## src/rtl/tpc_pkg.sv

```systemverilog
package tpc_pkg;

  typedef enum logic [1:0] {
    ST_SLEEP   = 2'd0,
    ST_IDLE    = 2'd1,
    ST_BUSY    = 2'd2,
    ST_WAIT_TX = 2'd3
  } pwr_state_t;

  localparam logic [7:0] REPLY_CODE = 8'h11;

  function automatic int max3(input int a, input int b, input int c);
    int m;
    m = (a > b) ? a : b;
    return (m > c) ? m : c;
  endfunction

  // cycles during which transmit tokens are ignored after a command ends
  function automatic int gate_len(input logic good, input int parse_c, input int exec_c);
    return good ? (parse_c + exec_c) : parse_c;
  endfunction

endpackage

```

## src/rtl/tpc_up_timer.sv

```systemverilog
module tpc_up_timer #(
  parameter int CW    = 8,
  parameter int LIMIT = 16
) (
  input  logic clk,
  input  logic rst_n,
  input  logic clr,
  input  logic run,
  output logic hit
);
  localparam logic [CW-1:0] LAST = CW'(LIMIT - 1);

  logic [CW-1:0] cnt;

  always_ff @(posedge clk) begin
    if (!rst_n)                    cnt <= '0;
    else if (clr)                  cnt <= '0;
    else if (run && cnt != LAST)   cnt <= cnt + 1'b1;
  end

  assign hit = run && !clr && (cnt == LAST);

  // count never passes its expiry value
  a_r7_cnt_in_range: assert property (@(posedge clk) disable iff (!rst_n)
    cnt <= LAST);

  // a clear always wins over an expiry
  a_r3_clear_resets: assert property (@(posedge clk) disable iff (!rst_n)
    clr |=> !hit || (LIMIT == 1));

endmodule

```

## src/rtl/tpc_gate_timer.sv

```systemverilog
module tpc_gate_timer #(
  parameter int CW = 8
) (
  input  logic          clk,
  input  logic          rst_n,
  input  logic          load,
  input  logic [CW-1:0] len,
  input  logic          run,
  output logic          done
);
  logic [CW-1:0] cnt;

  always_ff @(posedge clk) begin
    if (!rst_n)                 cnt <= '0;
    else if (load)              cnt <= len;
    else if (run && cnt != '0)  cnt <= cnt - 1'b1;
  end

  assign done = run && (cnt == {{(CW-1){1'b0}}, 1'b1});

  // the window is never left open past its end
  a_r5_gate_nonzero: assert property (@(posedge clk) disable iff (!rst_n)
    run |-> cnt != '0);

endmodule

```

## src/rtl/tok_power_ctrl.sv

```systemverilog
module tok_power_ctrl
  import tpc_pkg::*;
#(
  parameter int T_TIMEOUT  = 20,
  parameter int T_PARSE    = 6,
  parameter int T_EXEC     = 10,
  parameter int T_WATCHDOG = 400
) (
  input  logic       clk,
  input  logic       rst_n,
  input  logic       wake_tok,
  input  logic       tok_edge,
  input  logic       cmd_done,
  input  logic       cmd_good,
  input  logic       tx_req,
  output logic       asleep,
  output logic       status_valid,
  output logic [7:0] status_byte
);
  localparam int MAXT = max3(T_TIMEOUT, T_PARSE + T_EXEC, T_WATCHDOG);
  localparam int CW   = $clog2(MAXT + 1);

  pwr_state_t state_q, state_d;
  logic       asleep_q, valid_q, pending_q;

  // named internal events
  logic in_sleep, in_idle, in_busy, in_wait;
  logic wake_acc, tx_acc, tx_fire, go_sleep;
  logic io_clr, io_hit, wd_hit, gate_load, gate_done;
  logic [CW-1:0] gate_val;

  assign in_sleep = (state_q == ST_SLEEP);
  assign in_idle  = (state_q == ST_IDLE);
  assign in_busy  = (state_q == ST_BUSY);
  assign in_wait  = (state_q == ST_WAIT_TX);

  assign wake_acc  = in_sleep && wake_tok;
  assign tx_acc    = in_wait && tx_req;
  assign go_sleep  = wd_hit || (in_idle && io_hit);
  assign tx_fire   = pending_q && tx_req && (in_idle || in_wait) && !go_sleep;
  assign io_clr    = wake_acc || (in_idle && tok_edge) || tx_acc;
  assign gate_load = in_idle && cmd_done;
  assign gate_val  = CW'(gate_len(cmd_good, T_PARSE, T_EXEC));

  tpc_up_timer #(.CW(CW), .LIMIT(T_TIMEOUT)) u_io_timer (
    .clk(clk), .rst_n(rst_n), .clr(io_clr), .run(in_idle), .hit(io_hit)
  );

  tpc_up_timer #(.CW(CW), .LIMIT(T_WATCHDOG)) u_watchdog (
    .clk(clk), .rst_n(rst_n), .clr(wake_acc), .run(!in_sleep), .hit(wd_hit)
  );

  tpc_gate_timer #(.CW(CW)) u_gate (
    .clk(clk), .rst_n(rst_n), .load(gate_load), .len(gate_val),
    .run(in_busy), .done(gate_done)
  );

  always_comb begin
    state_d = state_q;
    unique case (state_q)
      ST_SLEEP:   if (wake_tok) state_d = ST_IDLE;
      ST_IDLE: begin
        if (io_hit)        state_d = ST_SLEEP;
        else if (cmd_done) state_d = ST_BUSY;
      end
      ST_BUSY:    if (gate_done) state_d = ST_WAIT_TX;
      ST_WAIT_TX: if (tx_req)    state_d = ST_IDLE;
      default:    state_d = ST_SLEEP;
    endcase
    if (wd_hit) state_d = ST_SLEEP;
  end

  always_ff @(posedge clk) begin
    if (!rst_n) begin
      state_q   <= ST_SLEEP;
      asleep_q  <= 1'b1;
      valid_q   <= 1'b0;
      pending_q <= 1'b0;
    end else begin
      state_q  <= state_d;
      asleep_q <= (state_d == ST_SLEEP);
      valid_q  <= tx_fire;
      if (wake_acc)     pending_q <= 1'b1;
      else if (tx_fire) pending_q <= 1'b0;
    end
  end

  assign asleep       = asleep_q;
  assign status_valid = valid_q;
  assign status_byte  = valid_q ? REPLY_CODE : 8'h00;

  // reset leaves the link asleep and quiet
  a_r1_reset_state: assert property (@(posedge clk)
    !rst_n |=> asleep && !status_valid);

  // a wake while asleep opens the link one clock later
  a_r2_wake_opens: assert property (@(posedge clk) disable iff (!rst_n)
    asleep && wake_tok |=> !asleep);

  // inter-token expiry closes the link
  a_r3_timeout_sleeps: assert property (@(posedge clk) disable iff (!rst_n)
    in_idle && io_hit |=> asleep);

  // no timeout while parsing, executing or awaiting transmit
  a_r4_no_io_when_busy: assert property (@(posedge clk) disable iff (!rst_n)
    (in_busy || in_wait) && !wd_hit |=> !asleep);

  // watchdog expiry beats every other event
  a_r9_wd_wins: assert property (@(posedge clk) disable iff (!rst_n)
    wd_hit |=> asleep && !status_valid);

  // the reply pulse lasts one cycle and only while awake
  a_r10_single_pulse: assert property (@(posedge clk) disable iff (!rst_n)
    status_valid |=> !status_valid);
  a_r10_pulse_awake: assert property (@(posedge clk) disable iff (!rst_n)
    status_valid |-> !asleep);

  // only a wake leaves sleep
  a_r11_sleep_holds: assert property (@(posedge clk) disable iff (!rst_n)
    asleep && !wake_tok |=> asleep && !status_valid);

endmodule

```

## config.mk

```make
export PLATFORM = sky130hd
export DESIGN_NAME = tok_power_ctrl
export DESIGN_NICKNAME = d
export VERILOG_FILES = /design/src/rtl/tpc_pkg.sv /design/src/rtl/tpc_up_timer.sv /design/src/rtl/tpc_gate_timer.sv /design/src/rtl/tok_power_ctrl.sv
export SDC_FILE = /design/constraint.sdc
export NUM_CORES = 1
export LEC_CHECK = 0
export BUFFER_PORTS_ARGS = -buffer_cell sky130_fd_sc_hd__buf_2
export CAP_MARGIN = 0
export CELL_PAD_IN_SITES_DETAIL_PLACEMENT = 1
export CELL_PAD_IN_SITES_GLOBAL_PLACEMENT = 1
export CORE_AREA = 2 2 71 73
export CTS_CLUSTER_DIAMETER = 60
export CTS_CLUSTER_SIZE = 12
export DETAILED_ROUTE_END_ITERATION = 10
export DIE_AREA = 0 0 73 75
export PLACE_DENSITY_LB_ADDON = 0.1
export SLEW_MARGIN = 25
export SYNTH_ARGS = -nofsm -noshare
export SYNTH_HDL_FRONTEND = slang
export SYNTH_HIERARCHICAL = 1
export SYNTH_SLANG_ARGS = --single-unit
```

## constraint.sdc

```tcl
create_clock -name clk -period 2.45 [get_ports clk]
set_input_delay 0.3675 -clock clk [delete_from_list [all_inputs] [get_ports clk]]
set_output_delay 0.3675 -clock clk [all_outputs]
set_load 0.05 [all_outputs]
```

==> run metrics, run 1 <==
sequential fraction of the synthesis area 0.351; die area 5480 sq um; Total Neg Setup Slack 0 ns; register bit total from synthesis 32; total CTS buffers 5; crit path max fanout 5; pre-CTS setup slack 0.446 ns; Syn Std Cell Area 1830 sq um; PwrDens 580 nW/um^2; Rows 25; largest net degree at the start of global routing 19; Critical Path RT 2.65 ns; Hold Crit Start cmd_good; Mean Syn Cell Area 8.34 sq um; Congestion Overflow GR 0; # hold bufs at CTS 0; antenna-violating nets left 0; Initial Utilization 0.392; core area 4660 sq um; Leakage around 0.00074 uW; die height 75 um; GP Congestion 0.783; clk_lat worst skew roughly 0.27 ns; r2r startpoint u_io_timer/cnt[0]; Antenna Cells 0; Slew @ Worst Pin 0.663 ns; Slew HR 0.557; total wire length 4110 um; yosys warns 6; status finished clean; Crit. End Element flop; fin area 1960 sq um; Slew Viols, Final 0; period utilization 0.818; Max Root-Sink Buffers 2; WHS 0.386 ns; DR iter-0 viols 95; RSZ-0062 raised after global routing false; layout cells sized above 1 0.104; number of fill cells 577; Setup crit start kind flop; vias in the first global route 1620; Cell variety after synth 48; Crit. Startpoint u_io_timer/cnt[0]; Synth Flop Type dfxtp_1; root buf cell clkbuf_8; clock sink count 32; Final WS setup about 0.45 ns; NumNets Final 245; die width 73 um; # IOs 17; post-synth top area cell dfxtp_1; TritonCTS clock tree done; Resize count post-CTS 0; CP arrival 2.20 ns; Via Count 1572; fmax 499 MHz; Area after DPL 1890 sq um; area growth from synthesis to layout 7.12%; ys async rst share 0; Final HPWL DP about 3200 um; postcts setup bufs 0; clk slew on worst S/H paths 0.06 ns; drt pass-1 iters 4; max-cap check violation count 0; first-pass GRT wire length 7270 um; min Tclk post-route ~2.0 ns; Final Hold Vio Count 0; number of flops mapped to enable cells by yosys 0; Synth top area share 0.351; worst min path class in2reg; critical path type reg2reg; Residual DRC 0; via-per-instance ratio approximately 5.5; CTS H-tree lvls 2; VDD IR max 0.257 mV; Pwr Total roughly 1100 uW; gr usage total 0.169; WL/cell around 14 um; Mapped Cells 219; final setup fails 0; Clock Skews 0.00262 ns; top cells by area, synth dfxtp_1, o21ai_0, a21oi_1; I/O Buffers 10; antenna violations before repair 0
[kinds of logic (layout without fill, tap and decap cells)]
family,count (synthesis),in the layout,share of synthesized area
muxes,7,7,0.0390
adders and majority gates,5,5,0.0342
other,1,12,0.00205
xor gates and xnor gates,6,6,0.0288
and+or+nand+nor,87,87,0.282
buffers and inverters,25,26,0.0760
AOI/OAI and AO/OA,56,56,0.187
DFF,32,32,0.351
[state kept, by name, summed over array words and instances, names as in the netlist]
signal	cells
pending_q	1
u_io_timer/cnt	9
asleep	1
u_gate/cnt	9
status_valid	1
u_watchdog/cnt	9
state_q	2
[where the power goes]
part           internal, uW  switching, uW
registers               546           29.9
logic                  70.3            137
clock network           183            169
[cells in the final DEF, fill, tap and decap left out, drive strengths merged, types with 2 or more instances in the layout]
master / Yosys / layout
dfxtp: 32 / 32
nand2: 22 / 22
o21ai: 19 / 19
a21oi: 17 / 17
conb: 1 / 12
inv: 11 / 11
buf: 11 / 10
nor2b: 9 / 9
nand3: 8 / 8
nor2: 7 / 7
nand2b: 6 / 6
mux2i: 6 / 6
nand4: 6 / 6
clkbuf: 3 / 5
a31oi: 5 / 5
or3: 5 / 5
xnor2: 5 / 5
ha: 5 / 5
o31ai: 4 / 4
nor3: 4 / 4
or4: 4 / 4
nor4: 3 / 3
a211o: 2 / 2
and3: 2 / 2
and4: 2 / 2
nor4b: 2 / 2
and4b: 2 / 2
a21boi: 2 / 2
[metrics by stage]
step	cells	utilization
2_1_floorplan	230	-
3_3_place_gp	280	0.405
3_5_place_dp	280	0.405
4_1_cts	285	0.420
5_1_grt	285	0.420
6_report	285	0.420
[metal layers]
layer,vias to the layer above,share of wire,GRT usage
met5,-,0,0
met4,0,0.0046,0.0453
met3,2,0.024,0.0402
met2,20,0.50,0.291
met1,756,0.47,0.212
li1,794,-,-
[final timing paths]
check	endpoint	slack [ns]	cells past startpoint
max	pending_q	0.45	6
min	u_gate/cnt[4]	0.39	3
max reg2reg	pending_q	0.45	6
min reg2reg	status_valid	0.46	2
[area by class of cell]
cell class                      count  area, sq um  share of cell area
Inverter                           11         41.3              0.0211
Sequential cell                    32          641               0.327
Clock buffer                        5         68.8              0.0352
Multi-Input combinational cell    173         1090               0.556
Tap cell                           54         67.6              0.0345
Timing Repair Buffer               10         50.0              0.0256
[cells in the mapped netlist, types with 3 or more instances]
library cell / instances
a21oi_1: 17
a31oi_1: 5
buf_4: 10
clkbuf_1: 3
dfxtp_1: 32
ha_1: 5
inv_1: 11
mux2i_1: 6
nand2_1: 22
nand2b_1: 6
nand3_1: 8
nand4_1: 5
nor2_1: 7
nor2b_1: 8
nor3_1: 4
o21ai_0: 18
o31ai_1: 4
or3_1: 5
or4_1: 4
xnor2_1: 5
[critical path, stage by stage (launching register included)]
cell	delay [ns]
dfxtp_1	0.41
ha_1	0.21
nor4b_1	0.50
and4b_1	0.34
nor2b_1	0.21
o31ai_1	0.10
a21boi_0	0.17
No activity file was read; power rests on OpenSTA's default activity.
==> run 2: changes to the inputs <==
- clock period: 2.45 -> 1.8 ns (I/O delays scaled with it)
==> run metrics, run 2 (synthesized netlist as in run 1, its figures left out) <==
status finished clean; CP cell instances nor2b_4, or3b_4, or4_1, a21oi_1, o21ai_1; total wire length 4400 um (+7.1%); flop2flop setup slack 0.07 ns (-0.38 ns); VDD IR max 0.418 mV (+63%); root buf cell clkbuf_8; # IOs 17 (unchanged); clk_lat worst skew 0.28 ns (about the same); Residual DRC 0 (unchanged); final setup fails 0 (unchanged); CP top delay family simple AND/OR/NAND/NOR gates; Crit. End Element flop; pre-CTS setup slack -0.0397 ns (-0.486 ns); multi-input logic area 1110 sq um (+1.8%); Critical Path RT 1.97 ns (-0.68 ns); die height 75 um (unchanged); PwrDens 800 nW/um^2 (+38%); RSZ-0062 raised after global routing true; Congestion Overflow GR 0 (unchanged); fmax 578 MHz (+16%); clk slew on worst S/H paths 0.06 ns (about the same); gr usage total 0.177 (+0.00770); critical path type reg2reg; area growth from synthesis to layout 16.0%; Max Root-Sink Buffers 2 (unchanged); crit path buf inv count 0 (unchanged); via-per-instance ratio 5.47 (-0.83%); Setup crit start kind flop; most frequent cells in the layout dfxtp_1, nand2_1, o21ai_0; CTS H-tree lvls 2 (unchanged); leading cell type in the layout, fill and taps excluded dfxtp_1; Clock Skews 0.00252 ns (-0.0000986 ns); I/O Buffers 10 (unchanged); die width 73 um (unchanged); crit path max fanout 4 (-1); min Tclk post-route 1.73 ns (-0.273 ns); period utilization 0.962 (+0.144); Leakage 0.000832 uW (+13%); Total Neg Setup Slack 0 ns (unchanged); Via Count 1652 (+5.1%); CP arrival 1.90 ns (-0.30 ns); sequential standard cell area 642 sq um (+0.20%); NumNets Final 260 (+6.1%); final std cells w/o fill 302 (+6.0%); number of fill cells 574 (-0.52%); first-pass GRT wire length 7490 um (+2.9%); CP peak stage delay 0.42 ns (-0.08 ns); DR iter-0 viols 70 (-26%); core area 4660 sq um (unchanged); total CTS buffers 5 (unchanged); Final WS setup 0.0686 ns (-0.377 ns); WHS 0.291 ns (-0.0951 ns); max-cap check violation count 0 (unchanged); GP Congestion 0.781 (-0.18%); Regs by FF count u_gate/cnt: 9 flops, u_io_timer/cnt: 9 flops, u_watchdog/cnt: 9 flops; vias in the first global route 1651 (+1.9%); Final HPWL DP 3430 um (+7.4%); Initial Utilization 0.392 (unchanged); Slew HR 0.653 (+0.0960); Placed Instances 295 (+5.4%); WL/cell 14.6 um (+1.1%); die area 5480 sq um (unchanged); layout cells sized above 1 0.190 (+0.0856); Final Hold Vio Count 0 (unchanged); largest net degree at the start of global routing 19 (unchanged); worst min path class in2reg; Rows 25 (unchanged); postcts setup bufs 0 (unchanged); antenna-violating nets left 0 (unchanged); slowest CP cell or4_1; Antenna Cells 0 (unchanged); Pwr Total 1690 uW (+49%); clock sink count 32 (unchanged); drt pass-1 iters 4 (unchanged); Slew Viols, Final 0 (unchanged); antenna violations before repair 0 (unchanged); Slew @ Worst Pin 0.516 ns (-0.147 ns); TritonCTS clock tree done
-- run 2: routing by layer --
metal  track usage  share of wire
met1         0.212           0.44
met2         0.305           0.52
met3        0.0428          0.023
met4        0.0679          0.015
met5             0              0
-- run 2: metrics by stage --
stage / utilization / cell area [sq um]
after detailed placement: 0.429 / 2000
after floorplan: - / 1870
final: 0.454 / 2120
after global placement: 0.429 / 2000
after CTS: 0.452 / 2110
after global routing: 0.454 / 2120
-- run 2: worst register-to-register path: stages (launching register included) --
cell and delay (ns):
dfxtp_1 0.37, nor2b_4 0.19, or3b_4 0.40, or4_1 0.42, a21oi_1 0.17, o21ai_1 0.07
-- run 2: path summary, 6_finish.rpt --
kind | start | to | cells after the start
hold / removal | cmd_good | u_gate/cnt[4] | 3
hold reg to reg | pending_q | status_valid | 2
setup / recovery | state_q[1] | u_gate/cnt[7] | 5
setup reg to reg | state_q[1] | u_gate/cnt[7] | 5
-- run 2: where the power goes --
group | total [uW] | leakage (uW) | internal [uW] | switching (uW)
sequential | 778 | 0.000260 | 743 | 35.1
clock | 590 | 0.0000503 | 340 | 249
combinational | 326 | 0.000521 | 124 | 202
total | 1690 | 0.000832 | 1210 | 486
-- run 2: cell type report --
cell class                      instances  area share
Multi-Input combinational cell        173       0.523
Sequential cell                        32       0.303
Timing Repair Buffer                   25      0.0768
Clock buffer                            7      0.0455
Tap cell                               54      0.0319
Inverter                               11      0.0195
-- run 2: what timing repair did --
action                     4_1_cts  5_1_grt
resized for setup                2        6
hold buffers                     0        0
gates cloned                     0        0
pin swaps                        0        0
setup endpoints to repair        2        3
